==> src/rtl/bb_pkg.sv <==
package bb_pkg;

  // Classification of one bus request after address decode
  typedef enum logic [2:0] {
    K_NONE    = 3'd0,
    K_PASS_RD = 3'd1,
    K_PASS_WR = 3'd2,
    K_BIT_RD  = 3'd3,
    K_BIT_WR  = 3'd4,
    K_ERR     = 3'd5
  } kind_e;

  typedef struct packed {
    kind_e      kind;
    logic [2:0] bsel;   // bit index inside the backing byte
    logic       bval;   // new bit value for an alias write
  } op_t;

  localparam logic [1:0] SZ_BYTE = 2'b00;

endpackage

==> src/rtl/bb_rst_sync.sv <==
module bb_rst_sync (
  input  logic clk,
  input  logic rst_n,
  output logic rst_sync_n
);

  logic [1:0] sync_q;

  always_ff @(posedge clk or negedge rst_n) begin
    if (!rst_n) begin
      sync_q <= 2'b00;
    end else begin
      sync_q <= {sync_q[0], 1'b1};
    end
  end

  assign rst_sync_n = sync_q[1];

endmodule

==> src/rtl/bb_decode.sv <==
module bb_decode #(
  parameter int          OFS_W      = 10,
  parameter logic [31:0] ALIAS_BASE = 32'h2200_0000,
  parameter logic [31:0] BACK_BASE  = 32'h2000_0000
) (
  input  logic             [31:0]      addr,
  input  logic                         we,
  input  logic             [1:0]       size,
  input  logic             [31:0]      wdata,
  output bb_pkg::op_t                  op,
  output logic             [OFS_W-1:0] ofs
);
  import bb_pkg::*;

  // one alias word per backing bit: 8 bits * 4 bytes = 32 bytes per backing byte
  localparam int SPAN_W = OFS_W + 5;

  logic alias_hit;
  logic back_hit;

  always_comb begin
    alias_hit = (addr[31:SPAN_W] == ALIAS_BASE[31:SPAN_W]);
    back_hit  = (addr[31:OFS_W]  == BACK_BASE[31:OFS_W]);
    op        = '0;
    op.kind   = K_ERR;
    ofs       = '0;
    if (alias_hit) begin
      ofs     = addr[SPAN_W-1:5];
      op.bsel = addr[4:2];
      op.bval = wdata[0];
      op.kind = we ? K_BIT_WR : K_BIT_RD;
    end else if (back_hit) begin
      ofs = addr[OFS_W-1:0];
      if (size == SZ_BYTE) begin
        op.kind = we ? K_PASS_WR : K_PASS_RD;
      end
    end
  end

endmodule

==> src/rtl/bb_bitops.sv <==
module bb_bitops #(
  parameter int BYTE_W = 8,
  localparam int SEL_W = $clog2(BYTE_W)
) (
  input  logic [BYTE_W-1:0] old_byte,
  input  logic [SEL_W-1:0]  bsel,
  input  logic              bval,
  output logic [BYTE_W-1:0] merged,
  output logic              picked
);

  for (genvar g = 0; g < BYTE_W; g++) begin : g_lane
    assign merged[g] = (bsel == SEL_W'(g)) ? bval : old_byte[g];
  end

  assign picked = old_byte[bsel];

endmodule

==> src/rtl/bb_ctrl.sv <==
module bb_ctrl #(
  parameter int OFS_W = 10
) (
  input  logic               clk,
  input  logic               rst_n,
  input  logic               req_valid,
  input  bb_pkg::op_t        op,
  input  logic [OFS_W-1:0]   ofs,
  input  logic [7:0]         wbyte,
  input  logic [7:0]         merged,
  output logic               req_ready,
  output logic               mem_en,
  output logic               mem_we,
  output logic [OFS_W-1:0]   mem_addr,
  output logic [7:0]         mem_wdata,
  output logic               rsp_v,
  output bb_pkg::kind_e      rsp_kind,
  output logic [2:0]         hold_bsel,
  output logic               hold_bval
);
  import bb_pkg::*;

  typedef enum logic {ST_IDLE = 1'b0, ST_WRBACK = 1'b1} state_e;

  state_e             state_q, state_d;
  logic               rsp_v_q, rsp_v_d;
  kind_e              rsp_kind_q, rsp_kind_d;
  logic [OFS_W-1:0]   hold_ofs_q;
  logic [2:0]         hold_bsel_q;
  logic               hold_bval_q;
  logic               accept;
  logic               hold_en;

  assign req_ready = (state_q == ST_IDLE);
  assign accept    = req_valid && req_ready;
  assign hold_en   = accept;

  // next-state and memory port
  always_comb begin
    state_d    = state_q;
    rsp_v_d    = 1'b0;
    rsp_kind_d = K_NONE;
    mem_en     = 1'b0;
    mem_we     = 1'b0;
    mem_addr   = ofs;
    mem_wdata  = wbyte;
    if (state_q == ST_WRBACK) begin
      mem_en     = 1'b1;
      mem_we     = 1'b1;
      mem_addr   = hold_ofs_q;
      mem_wdata  = merged;
      rsp_v_d    = 1'b1;
      rsp_kind_d = K_BIT_WR;
      state_d    = ST_IDLE;
    end else if (accept) begin
      unique case (op.kind)
        K_PASS_RD, K_BIT_RD: begin
          mem_en     = 1'b1;
          rsp_v_d    = 1'b1;
          rsp_kind_d = op.kind;
        end
        K_PASS_WR: begin
          mem_en     = 1'b1;
          mem_we     = 1'b1;
          rsp_v_d    = 1'b1;
          rsp_kind_d = K_PASS_WR;
        end
        K_BIT_WR: begin
          mem_en  = 1'b1;
          state_d = ST_WRBACK;
        end
        default: begin
          rsp_v_d    = 1'b1;
          rsp_kind_d = K_ERR;
        end
      endcase
    end
  end

  always_ff @(posedge clk or negedge rst_n) begin
    if (!rst_n) begin
      state_q    <= ST_IDLE;
      rsp_v_q    <= 1'b0;
      rsp_kind_q <= K_NONE;
    end else begin
      state_q    <= state_d;
      rsp_v_q    <= rsp_v_d;
      rsp_kind_q <= rsp_kind_d;
    end
  end

  always_ff @(posedge clk or negedge rst_n) begin
    if (!rst_n) begin
      hold_ofs_q  <= '0;
      hold_bsel_q <= '0;
      hold_bval_q <= 1'b0;
    end else if (hold_en) begin
      hold_ofs_q  <= ofs;
      hold_bsel_q <= op.bsel;
      hold_bval_q <= op.bval;
    end
  end

  assign rsp_v     = rsp_v_q;
  assign rsp_kind  = rsp_kind_q;
  assign hold_bsel = hold_bsel_q;
  assign hold_bval = hold_bval_q;


  rmw_stall_chk: assert property (@(posedge clk) disable iff (!rst_n)
    (accept && op.kind == K_BIT_WR) |=>
      (!req_ready && mem_en && mem_we && mem_addr == $past(ofs)));


  rmw_resp_chk: assert property (@(posedge clk) disable iff (!rst_n)
    (accept && op.kind == K_BIT_WR) |=> (!rsp_v ##1 rsp_v));


  err_nomem_chk: assert property (@(posedge clk) disable iff (!rst_n)
    (accept && op.kind == K_ERR) |-> !mem_en);

endmodule

==> src/rtl/bitband_xlate.sv <==
module bitband_xlate #(
  parameter int          OFS_W      = 10,
  parameter logic [31:0] ALIAS_BASE = 32'h2200_0000,
  parameter logic [31:0] BACK_BASE  = 32'h2000_0000
) (
  input  logic              clk,
  input  logic              rst_n,
  input  logic              req_valid,
  output logic              req_ready,
  input  logic [31:0]       req_addr,
  input  logic              req_we,
  input  logic [1:0]        req_size,
  input  logic [31:0]       req_wdata,
  output logic              resp_valid,
  output logic [31:0]       resp_rdata,
  output logic              resp_err,
  output logic              mem_en,
  output logic              mem_we,
  output logic [OFS_W-1:0]  mem_addr,
  output logic [7:0]        mem_wdata,
  input  logic [7:0]        mem_rdata
);
  import bb_pkg::*;

  logic             rst_sync_n;
  op_t              dec_op;
  logic [OFS_W-1:0] dec_ofs;
  logic [7:0]       merged;
  logic             picked;
  logic             rsp_v;
  kind_e            rsp_kind;
  logic [2:0]       hold_bsel;
  logic             hold_bval;

  bb_rst_sync u_rst (
    .clk        (clk),
    .rst_n      (rst_n),
    .rst_sync_n (rst_sync_n)
  );

  bb_decode #(
    .OFS_W      (OFS_W),
    .ALIAS_BASE (ALIAS_BASE),
    .BACK_BASE  (BACK_BASE)
  ) u_dec (
    .addr  (req_addr),
    .we    (req_we),
    .size  (req_size),
    .wdata (req_wdata),
    .op    (dec_op),
    .ofs   (dec_ofs)
  );

  bb_bitops #(.BYTE_W(8)) u_bits (
    .old_byte (mem_rdata),
    .bsel     (hold_bsel),
    .bval     (hold_bval),
    .merged   (merged),
    .picked   (picked)
  );

  bb_ctrl #(.OFS_W(OFS_W)) u_ctrl (
    .clk       (clk),
    .rst_n     (rst_sync_n),
    .req_valid (req_valid),
    .op        (dec_op),
    .ofs       (dec_ofs),
    .wbyte     (req_wdata[7:0]),
    .merged    (merged),
    .req_ready (req_ready),
    .mem_en    (mem_en),
    .mem_we    (mem_we),
    .mem_addr  (mem_addr),
    .mem_wdata (mem_wdata),
    .rsp_v     (rsp_v),
    .rsp_kind  (rsp_kind),
    .hold_bsel (hold_bsel),
    .hold_bval (hold_bval)
  );

  // response formatting
  always_comb begin
    resp_valid = rsp_v;
    resp_err   = rsp_v && (rsp_kind == K_ERR);
    resp_rdata = '0;
    if (rsp_v) begin
      unique case (rsp_kind)
        K_PASS_RD: resp_rdata = {24'h0, mem_rdata};
        K_BIT_RD:  resp_rdata = {31'h0, picked};
        default:   resp_rdata = '0;
      endcase
    end
  end


  one_bit_change_chk: assert property (@(posedge clk) disable iff (!rst_sync_n)
    (mem_we && !req_ready) |-> ($countones(mem_wdata ^ mem_rdata) <= 1));


  zero_ext_chk: assert property (@(posedge clk) disable iff (!rst_sync_n)
    resp_valid |-> (resp_rdata[31:8] == 24'h0));


  err_strobe_chk: assert property (@(posedge clk) disable iff (!rst_sync_n)
    resp_err |-> (resp_valid && resp_rdata == 32'h0));

endmodule

==> config.mk <==
export PLATFORM = sky130hd
export DESIGN_NAME = bitband_xlate
export DESIGN_NICKNAME = d
export VERILOG_FILES = /design/src/rtl/bb_pkg.sv /design/src/rtl/bb_rst_sync.sv /design/src/rtl/bb_decode.sv /design/src/rtl/bb_bitops.sv /design/src/rtl/bb_ctrl.sv /design/src/rtl/bitband_xlate.sv
export SDC_FILE = /design/constraint.sdc
export NUM_CORES = 1
export LEC_CHECK = 0
export ABC_AREA = 1
export BUFFER_PORTS_ARGS = -buffer_cell sky130_fd_sc_hd__buf_4
export CORE_MARGIN = 4
export CORE_UTILIZATION = 30
export CTS_CLUSTER_SIZE = 14
export DETAILED_ROUTE_END_ITERATION = 8
export SYNTH_ARGS = -nofsm -noshare
export SYNTH_HDL_FRONTEND = slang
export SYNTH_HIERARCHICAL = 1
export SYNTH_SLANG_ARGS = --single-unit
==> constraint.sdc <==
create_clock -name clk -period 4.7 [get_ports clk]
set_input_delay 0.705 -clock clk [delete_from_list [all_inputs] [get_ports clk]]
set_output_delay 0.705 -clock clk [all_outputs]
set_load 0.03 [all_outputs]
Word level (Yosys, flattened, before mapping)

Cells that the tools add are included.

Output and inout port bits: 55
Register bits after elaboration: 21
Input port bits: 78
Word-level logic and storage cells: 68

$lt $le $gt $ge: 1
Equality and inequality tests: 16
Bitwise operators: 1
Reduce and logical (&&, ||, !) cells: 6
Mux-type cells: 37

Operators with widths:

| kind                                                                  | number |
|---|---|
| 10-bit two-way mux                                                    | 3 |
| 22-bit by 20-bit == test with 1-bit output (second input constant)    | 1 |
| 1-bit two-way mux                                                     | 21 |
| 3-bit == test (second input constant)                                 | 6 |
| 3-bit two-way mux                                                     | 6 |
| 17-bit by 15-bit == test with 1-bit output (second input constant)    | 1 |
| 8-bit two-way mux                                                     | 2 |
| 8-bit one-hot mux with 2 select lines                                 | 1 |
| 3-bit by 2-bit == test with 1-bit output (second input constant)      | 5 |
| 3-bit by 1-bit == test with 1-bit output (second input constant)      | 3 |
| 3-bit one-hot mux with 3 select lines                                 | 1 |
| 3-bit by 4-bit < comparator with 1-bit output (second input constant) | 1 |
| 4-bit two-way mux                                                     | 1 |
| 4-bit OR reduction                                                    | 1 |
| 1-bit binary-select mux with 3-bit select                             | 1 |
| 3-bit zero test                                                       | 1 |
| 1-bit logical AND                                                     | 2 |
| 2-bit zero test                                                       | 1 |
| 2-bit two-way mux                                                     | 1 |
| 2-bit OR reduction                                                    | 1 |
| 1-bit NOT                                                             | 1 |

Depth between registers and ports, before layout

Gate-level depths: netlist of the first run.

Depth in word-level cells: 9
Depth in mapped cells: 14
Depth with buffers taken out: 14

Modules after synthesis

Netlist of the first run, hierarchy kept.

Modules (own cells, without submodules):

| module        | cells an instance | times used | area each (um^2) | seq. area each (um^2) |
|---|---|---|---|---|
| bb_ctrl       | 132               | 1          | 1,059.8          | 475.5 |
| bb_decode     | 78                | 1          | 420.4            | 0.0 |
| bitband_xlate | 51                | 1          | 324.1            | 0.0 |
| bb_bitops     | 52                | 1          | 242.7            | 0.0 |
| bb_rst_sync   | 3                 | 1          | 53.8             | 50.0 |

Worst setup path before layout of the first run

OpenSTA, ideal clock, no wires.

Path type: input to output
Start: input req_addr[22]
End: output mem_we
Buffers on the path: 1
Data arrival time: 2.328 ns
Stages: 9
Slack: 1.667 ns
Required time: 3.995 ns
Cells stage by stage: nor2_1 -> nand2_1 -> nor2_4 -> nand3_4 -> buf_6 -> o21ai_2 -> nand2_1 -> nand3b_1 -> o21ai_0

RTL lines:

| what        | RTL line            | RTL |
|---|---|---|
| from (decl) | bitband_xlate.sv:10 | `input logic [31:0] req_addr,` |
| to (decl)   | bitband_xlate.sv:18 | `output logic mem_we,` |

==> run_results.csv, run 1 <==
group,metric,value,unit
status,status,"finished, final reports clean",
power_and_ir_drop,p_leak,1.44,nW
global_route,grt_overflow,0,
timing,period_needed,3.25,ns
critical_path,critPathLaunchType,"primary input",
global_route,busiest_layer,"met2",
floorplan,rows,30,
synthesis,yosysSeqAreaShare,25.0,%
critical_path,critPathCaptureType,"output pin",
global_route,grt_first_pass_wirelength,8090,um
route,firstDrtPassIters,4,
global_route,use_met1,14.4,%
timing,fmax,308,MHz
finish,fin_nets,470,
place,placed_area,2620,sq um
finish,design_area,2660,sq um
clock_network,cts_max_level,1,
place,dpl.hpwl,3990,um
route,drc_errors,0,
floorplan,die_h,91.7,um
critical_path,path_common_cell,"nand2_1",
flow_run,drv_cap,0,
timing,maxSlewViolCount,0,
timing,hold_viol_final,0,
timing,fin_skew,0.00663,ns
critical_path,cp.arrival,2.54,ns
global_route,grt_pass1_vias,1751,
clock_network,cts_inserted_buffers,3,
timing,setup_viol,0,
timing,period_share,69.0,%
global_route,use_met3,2.63,%
clock_network,post_cts_resized,0,
finish,final_cell_mix,"nand2_1 (121), buf_4 (84), inv_1 (30)",
critical_path,slowest_delay,0.35,ns
min_path,hold_class,"in -> async",
place,dp_slack,1.44,ns
route,wirelength,4950,um
place,dpl.cell_count,483,
synthesis,synth_area_per_cell,6.65,sq um
place,gp_congestion,0.743,
synthesis,ys_async_sr_fraction,100,%
timing,rsz0062_at_grt,"no",
synthesis,ys_seq_elements,21,
floorplan,start_util,30.9,%
finish,finalNonFillerCells,487,
finish,final_common_cell,"nand2_1",
synthesis,synth_cell_type_count,29,
synthesis,synth_edf_count,0,
floorplan,die_w,91.7,um
clock_network,cts_root_buffer,"clkbuf_8",
synthesis,synth_top_flop_cell,"dfrtp_1",
floorplan,dieArea,8410,sq um
clock_network,clkSinkCount,21,
timing,slew-limit-headroom,40.0,%
global_route,grt_max_degree,30,
clock_network,cts_tree,"built",
floorplan,io-pin-count,133,
clock_network,postCtsSetupRepairBufs,0,
place,port_buffers,84,
finish,antenna_cells,0,
route,wl_per_cell,10.2,um
finish,drive_above_1_share,34.8,%
clock_network,hold_buffers,0,
synthesis,yosysWarnings,6,
critical_path,slowest_stage,"nand3_2",
critical_path,crit_buf_inv,2,
timing,setup_slack,1.45,ns
finish,synthToLayoutAreaGrowth,26.7,%
finish,fillers,725,
route,drt_iter0_markers,88,
critical_path,cp.required,3.99,ns
global_route,grt_use_met2,19.5,%
power_and_ir_drop,p_total,427,uW
synthesis,netlist_area,2100,sq um
global_route,antenna_found_initial,0,
route,drtAntennaViolNets,0,
timing,fin_hold_ws,0.205,ns
power_and_ir_drop,cellPowerDensity,160,nW/um^2
critical_path,cp_top_family,"simple AND/OR/NAND/NOR gates",
power_and_ir_drop,ir_drop,126,uV
clock_network,clkTransAtPathRegs,0.08,ns
route,avgViaCountPerCell,4.16,
synthesis,postSynthCellCount,316,
global_route,grt.total_usage,11.3,%
critical_path,crit_chain,"buf_4 > nor2_1 > nand2_1 > nor2_1 > nand3_2 > o21ai_2 > nand2_1 > nor2_1 > nand2_1 > nand3_1 > nand2_1 > nand2_1 > buf_4",
floorplan,core_area,6790,sq um
critical_path,path_class,"in -> out",
timing,totalNegativeSetupSlack,0,ns
critical_path,cp_max_fo,12,
timing,worst_pin_slew,0.900,ns
route,vias,2027,
finish,utilization,39.2,%
clock_network,clk_latency,0.26,ns
clock_network,clock_path_buffers,2,
-- layer usage --
layer | vias up | share of wire (%) | routed length, um
met5 | - | 0 | 0
met4 | 0 | 0.61 | 30
met3 | 4 | 10 | 494
met2 | 86 | 46 | 2280
met1 | 865 | 43 | 2140
li1 | 1072 | - | -
-- worst reg2reg max path, delay by kind of cell, from the launching register on --
| kind | cells | cell delay (ns) |
|---|---|---|
| flops | 1 | 0.94 |
| compound gates | 1 | 0.06 |
| buf+inv | 1 | 0.26 |
| simple gates | 2 | 0.38 |
-- power breakdown --
part           internal (mW)  switching [mW]  total [mW]  leakage [nW]
Combinational         0.0470          0.0724       0.119          1.13
Sequential             0.183         0.00438       0.187         0.282
Clock                 0.0604          0.0601       0.120        0.0228
-- Yosys cell counts, types with 2 or more instances --
cell type    n  area [sq um]
nor2_1      22          82.6
nand2_2      6          37.5
o21ai_0     14          70.1
conb_1       2          7.51
buf_6        8          90.1
inv_1       30           113
inv_2        2          7.51
nand2_1    121           454
o21ai_1      5          25.0
nor2_2       7          43.8
dfrtp_1     21           526
nor2_4       4          45.0
nand3_1     13          65.1
buf_4       26           195
o21ai_2     21           184
-- layout make-up --
class                           instances  area (sq um)  share of cell area (%)
Multi-Input combinational cell        247          1200                    45.0
Timing Repair Buffer                   84           631                    23.7
Sequential cell                        21           526                    19.7
Inverter                               35           143                    5.36
Tap cell                               96           120                    4.51
Clock buffer                            4          45.0                    1.69
-- final timing paths --
path	start	to	slack (ns)	depth (start not counted)
max in group asynchronous	u_rst/sync_q[1]	u_ctrl/hold_bsel[2]	3.85	0
max	req_addr[13]	mem_en	1.45	13
max reg2reg	u_ctrl/state_q	u_ctrl/hold_ofs_q[7]	3.01	4
min	rst_n	u_rst/sync_q[1]	0.21	1
min reg2reg	u_rst/sync_q[1]	u_ctrl/hold_ofs_q[7]	0.34	0
min in group clk	u_rst/sync_q[0]	u_rst/sync_q[1]	0.37	0
-- registers in the layout (all words and copies together), names as in the netlist --
name,cells
u_rst/sync_q,2
u_ctrl/rsp_kind,3
u_ctrl/state_q,1
u_ctrl/hold_bval,1
u_ctrl/rsp_v,1
u_ctrl/hold_bsel,3
u_ctrl/hold_ofs_q,10
-- cell families after synthesis --
family / count (synthesis) / share of synthesized area [%]
buf+inv: 71 / 22.0
compound gates: 40 / 13.3
other cells: 2 / 0.357
flops: 21 / 25.0
simple gates: 182 / 39.3
Power figures use the tool's default switching activity.
==> inputs of run 2 (changes only) <==
==> constraint.sdc (replaced) <==
create_clock -name clk -period 3.4 [get_ports clk]
set_input_delay 0.51 -clock clk [delete_from_list [all_inputs] [get_ports clk]]
set_output_delay 0.51 -clock clk [all_outputs]
set_load 0.03 [all_outputs]
==> run 2 against run 1 <==
Final area up 0.61%. Utilization grew 0.24 points. Sequential power is 38% higher. Cell count is 0.41% higher. Wire length shrank 2.0%. Die area did not move. Sequential share of layout area shrank 0.12 points. Clock-buffer cell count is 1 lower. Critical path depth shrank 3. Critical path type unchanged. Largest power group unchanged.
==> run_results.csv, run 2 (synthesized netlist as in run 1, its figures left out) <==
group,metric,value,unit
status,status,"finished, final reports clean",
timing,setup_viol,0,
global_route,grt.total_usage,11.3,%
timing,slew-limit-headroom,48.4,%
floorplan,dieArea,8410,sq um
route,drtAntennaViolNets,0,
route,firstDrtPassIters,4,
power_and_ir_drop,p_leak,1.45,nW
route,drc_errors,0,
critical_path,crit_buf_inv,2,
power_and_ir_drop,cellPowerDensity,218,nW/um^2
clock_network,cts_max_level,1,
critical_path,slowest_delay,0.27,ns
floorplan,rows,30,
clock_network,hold_buffers,0,
critical_path,cp.required,2.89,ns
floorplan,io-pin-count,133,
critical_path,cp.arrival,2.16,ns
global_route,grt_pass1_vias,1811,
route,drt_iter0_markers,47,
finish,synthToLayoutAreaGrowth,27.5,%
timing,fmax,374,MHz
clock_network,cts_tree,"built",
global_route,grt_first_pass_wirelength,8070,um
floorplan,die_w,91.7,um
critical_path,cp_max_fo,18,
timing,maxSlewViolCount,0,
floorplan,start_util,30.9,%
global_route,grt_max_degree,29,
timing,period_needed,2.67,ns
timing,period_share,78.7,%
power_and_ir_drop,ir_drop,104,uV
timing,rsz0062_at_grt,"no",
finish,fin_nets,472,
clock_network,postCtsSetupRepairBufs,0,
finish,final_common_cell,"nand2_1",
finish,final_cell_mix,"nand2_1 (121), buf_4 (86), inv_1 (30)",
route,vias,1983,
clock_network,clkTransAtPathRegs,0.08,ns
timing,totalNegativeSetupSlack,0,ns
finish,antenna_cells,0,
timing,hold_viol_final,0,
finish,largest_reg_flops,10,
finish,top_register,"u_ctrl/hold_ofs_q",
clock_network,cts_inserted_buffers,3,
place,port_buffers,84,
critical_path,rr_worst_depth,4,
critical_path,critPathCaptureType,"output pin",
clock_network,post_cts_resized,0,
place,gp_congestion,0.730,
timing,fin_skew,0.00796,ns
critical_path,r2r-start,"u_ctrl/state_q",
critical_path,path_class,"in -> out",
critical_path,crit_chain,"buf_4 > nor2_1 > nand2_1 > nor2_4 > nand3_4 > or2_0 > nand2_1 > nand3b_1 > o21ai_0 > buf_4",
timing,setup_slack,0.725,ns
critical_path,slowest_stage,"or2_0",
clock_network,clock_path_buffers,2,
flow_run,drv_cap,0,
clock_network,clk_latency,0.26,ns
global_route,grt_overflow,0,
global_route,antenna_found_initial,0,
route,wirelength,4850,um
place,dp_slack,0.730,ns
place,dpl.hpwl,4000,um
critical_path,critPathLaunch,"req_addr[15]",
clock_network,clkSinkCount,21,
critical_path,cp.depth,10,
finish,drive_above_1_share,35.4,%
route,wl_per_cell,9.91,um
route,avgViaCountPerCell,4.06,
floorplan,core_area,6790,sq um
critical_path,critPathLaunchType,"primary input",
timing,worst_pin_slew,0.774,ns
min_path,hold_class,"in -> async",
clock_network,cts_root_buffer,"clkbuf_8",
floorplan,die_h,91.7,um
critical_path,cp_top_family,"simple AND/OR/NAND/NOR gates",
## run 2: area by class of cell
| type | instances | area [sq um] |
|---|---|---|
| Clock buffer | 3 | 41.3 |
| Inverter | 35 | 143 |
| Multi-Input combinational cell | 247 | 1200 |
| Sequential cell | 21 | 526 |
| Timing Repair Buffer | 86 | 646 |
| Clock inverter | 1 | 5.00 |
| Fill cell | 721 | 4120 |
| Tap cell | 96 | 120 |
## run 2: worst reg2reg max path: stages (launching register included)
cell and delay (ns):
dfrtp_1 0.52, inv_4 0.26, nand2_8 0.19, nand2_1 0.15, o21ai_2 0.05
## run 2: routing by layer
metal  GRT usage (%)  share of wire, %  wire, um  vias up
li1                -                 -         -     1076
met1            13.7                43      2100      833
met2            20.1                47      2260       72
met3            3.12               9.5       461        2
met4            2.14              0.45        22        0
met5               0                 0         0        -
## run 2: where the power goes
part | switching [mW] | total [mW] | internal, mW
registers | 0.00582 | 0.258 | 0.253
logic | 0.100 | 0.165 | 0.0651
clock network | 0.0798 | 0.161 | 0.0815
## run 2: worst paths after layout
path	to	slack, ns
max	mem_we	0.73
min	u_rst/sync_q[1]	0.01
max reg2reg	u_ctrl/hold_ofs_q[1]	2.14
min reg2reg	u_ctrl/hold_ofs_q[2]	0.32
max in group asynchronous	u_ctrl/hold_bsel[2]	2.58
min in group clk	u_rst/sync_q[1]	0.36
## run 2: per-stage QoR
stage,util (%),hold WS (ns),cell area (sq um),power (mW),cells
after detailed placement,38.7,0.293,2630,0.430,485
after CTS,39.4,0.00541,2680,0.592,489
final,39.4,0.0126,2680,0.585,489
after floorplan,-,0.214,2190,0.383,339
after global placement,38.7,0.293,2630,0.429,485
after global routing,39.4,0.00201,2680,0.618,489
==> inputs of run 3 (changes only) <==
==> constraint.sdc (replaced) <==
create_clock -name clk -period 2.75 [get_ports clk]
set_input_delay 0.4125 -clock clk [delete_from_list [all_inputs] [get_ports clk]]
set_output_delay 0.4125 -clock clk [all_outputs]
set_load 0.03 [all_outputs]
==> run 3 against run 2 <==
Final area rose by 0.61%. Sequential share of layout area fell by 0.12 points. Hold slack improved by 0.32 ns. Critical path type unchanged. Clock skew fell by 0.0039 ns. Global-route usage rose by 0.14 points. First-iteration DRC count fell by 17%. Flip-flop and latch count did not move.
==> run_results.csv, run 3 (synthesized netlist as in run 1, its figures left out) <==
group,metric,value,unit
timing,period_needed,2.32,ns
global_route,grt_pass1_vias,1773,
timing,setup_slack,0.430,ns
route,wl_per_cell,9.98,um
place,gp_congestion,0.734,
route,vias,2008,
clock_network,cts_root_buffer,"clkbuf_8",
route,avgViaCountPerCell,4.09,
clock_network,cts_max_level,1,
global_route,grt_max_degree,29,
critical_path,critPathCaptureType,"output pin",
power_and_ir_drop,p_leak,1.46,nW
place,dpl.hpwl,4080,um
critical_path,cp_max_fo,8,
finish,synthToLayoutAreaGrowth,28.3,%
floorplan,io-pin-count,133,
critical_path,cp.arrival,1.91,ns
timing,period_share,84.3,%
floorplan,start_util,30.9,%
place,port_buffers,84,
route,firstDrtPassIters,4,
global_route,grt_overflow,0,
min_path,hold_class,"reg -> async",
global_route,antenna_found_initial,0,
clock_network,clock_path_buffers,2,
clock_network,cts_tree,"built",
clock_network,clk_latency,0.25,ns
flow_run,drv_cap,0,
status,status,"finished, final reports clean",
finish,antenna_cells,0,
finish,final_cell_mix,"nand2_1 (121), buf_4 (87), inv_1 (30)",
global_route,grt_first_pass_wirelength,8140,um
route,drc_errors,0,
place,dp_slack,0.416,ns
finish,drive_above_1_share,35.2,%
route,drt_iter0_markers,39,
clock_network,postCtsSetupRepairBufs,0,
clock_network,cts_inserted_buffers,3,
global_route,grt.total_usage,11.5,%
clock_network,post_cts_resized,0,
critical_path,critPathLaunchType,"primary input",
timing,worst_pin_slew,0.782,ns
timing,slew-limit-headroom,47.8,%
clock_network,clkTransAtPathRegs,0.08,ns
floorplan,rows,30,
route,wirelength,4900,um
finish,largest_reg_flops,10,
timing,totalNegativeSetupSlack,0,ns
route,drtAntennaViolNets,0,
timing,fmax,431,MHz
timing,setup_viol,0,
timing,maxSlewViolCount,0,
power_and_ir_drop,ir_drop,133,uV
finish,fin_nets,474,
power_and_ir_drop,p_total,723,uW
critical_path,cp.required,2.34,ns
floorplan,die_h,91.7,um
floorplan,core_area,6790,sq um
timing,rsz0062_at_grt,"no",
timing,hold_viol_final,0,
timing,fin_skew,0.00406,ns
floorplan,dieArea,8410,sq um
critical_path,path_class,"in -> out",
floorplan,die_w,91.7,um
finish,fillers,737,
finish,final_common_cell,"nand2_1",
clock_network,clkSinkCount,21,
finish,top_register,"u_ctrl/hold_ofs_q",
power_and_ir_drop,cellPowerDensity,268,nW/um^2
==> run 3: final timing paths <==
kind / startpoint / to / slack [ns] / cells past startpoint
min: u_rst/sync_q[1] / u_ctrl/hold_ofs_q[8] / 0.33 / 0
max reg2reg: u_ctrl/state_q / u_ctrl/hold_ofs_q[1] / 1.67 / 4
min reg2reg: u_rst/sync_q[1] / u_ctrl/hold_ofs_q[8] / 0.33 / 0
max: req_addr[15] / mem_en / 0.43 / 13
max in group asynchronous: u_rst/sync_q[1] / u_ctrl/hold_bsel[2] / 1.93 / 0
min in group clk: u_rst/sync_q[0] / u_rst/sync_q[1] / 0.37 / 0
==> run 3: area by class of cell <==
| type | instances | area, sq um | share of cell area (%) |
|---|---|---|---|
| Clock buffer | 4 | 45.0 | 1.67 |
| Inverter | 35 | 143 | 5.29 |
| Multi-Input combinational cell | 247 | 1200 | 44.5 |
| Sequential cell | 21 | 526 | 19.5 |
| Tap cell | 96 | 120 | 4.46 |
| Timing Repair Buffer | 88 | 663 | 24.6 |
==> run 3: report_power, final <==
| group | switching (mW) | total, mW | internal, mW |
|---|---|---|---|
| Sequential | 0.00735 | 0.320 | 0.312 |
| Clock | 0.0952 | 0.198 | 0.103 |
| Combinational | 0.124 | 0.205 | 0.0814 |
| Total | 0.227 | 0.723 | 0.497 |
==> run 3: critical path, stage by stage <==
cell	delay, ns
buf_4	0.11
nor2_1	0.10
nand2_1	0.09
nor2_4	0.15
nand3_4	0.13
or2_0	0.23
nand2_1	0.11
nor2_1	0.05
nand2_1	0.13
nand3_1	0.09
nand2_1	0.09
nand2_1	0.06
buf_4	0.17
==> run 3: repair_timing <==
| action | 4_1_cts | 5_1_grt |
|---|---|---|
| endpoints found under the hold margin | 2 | 0 |
| hold buffers | 1 | 0 |
| setup endpoints to repair | 0 | 0 |
==> run 3: per-layer routing <==
metal | vias to the layer above | track usage (%) | wire [um]
li1 | 1085 | - | -
met3 | 0 | 2.95 | 444
met5 | - | 0 | 0
met2 | 70 | 19.2 | 2260
met1 | 853 | 14.9 | 2190
met4 | 0 | 2.26 | 0
==> run 3: stage by stage <==
step                      hold WS [ns]  cells  utilization (%)  area (sq um)
after floorplan                  0.117    339                -          2190
after global placement           0.195    486             38.9          2640
after detailed placement         0.196    486             38.9          2640
after CTS                        0.370    491             39.7          2700
after global routing             0.386    491             39.7          2700
final                            0.329    491             39.7          2700
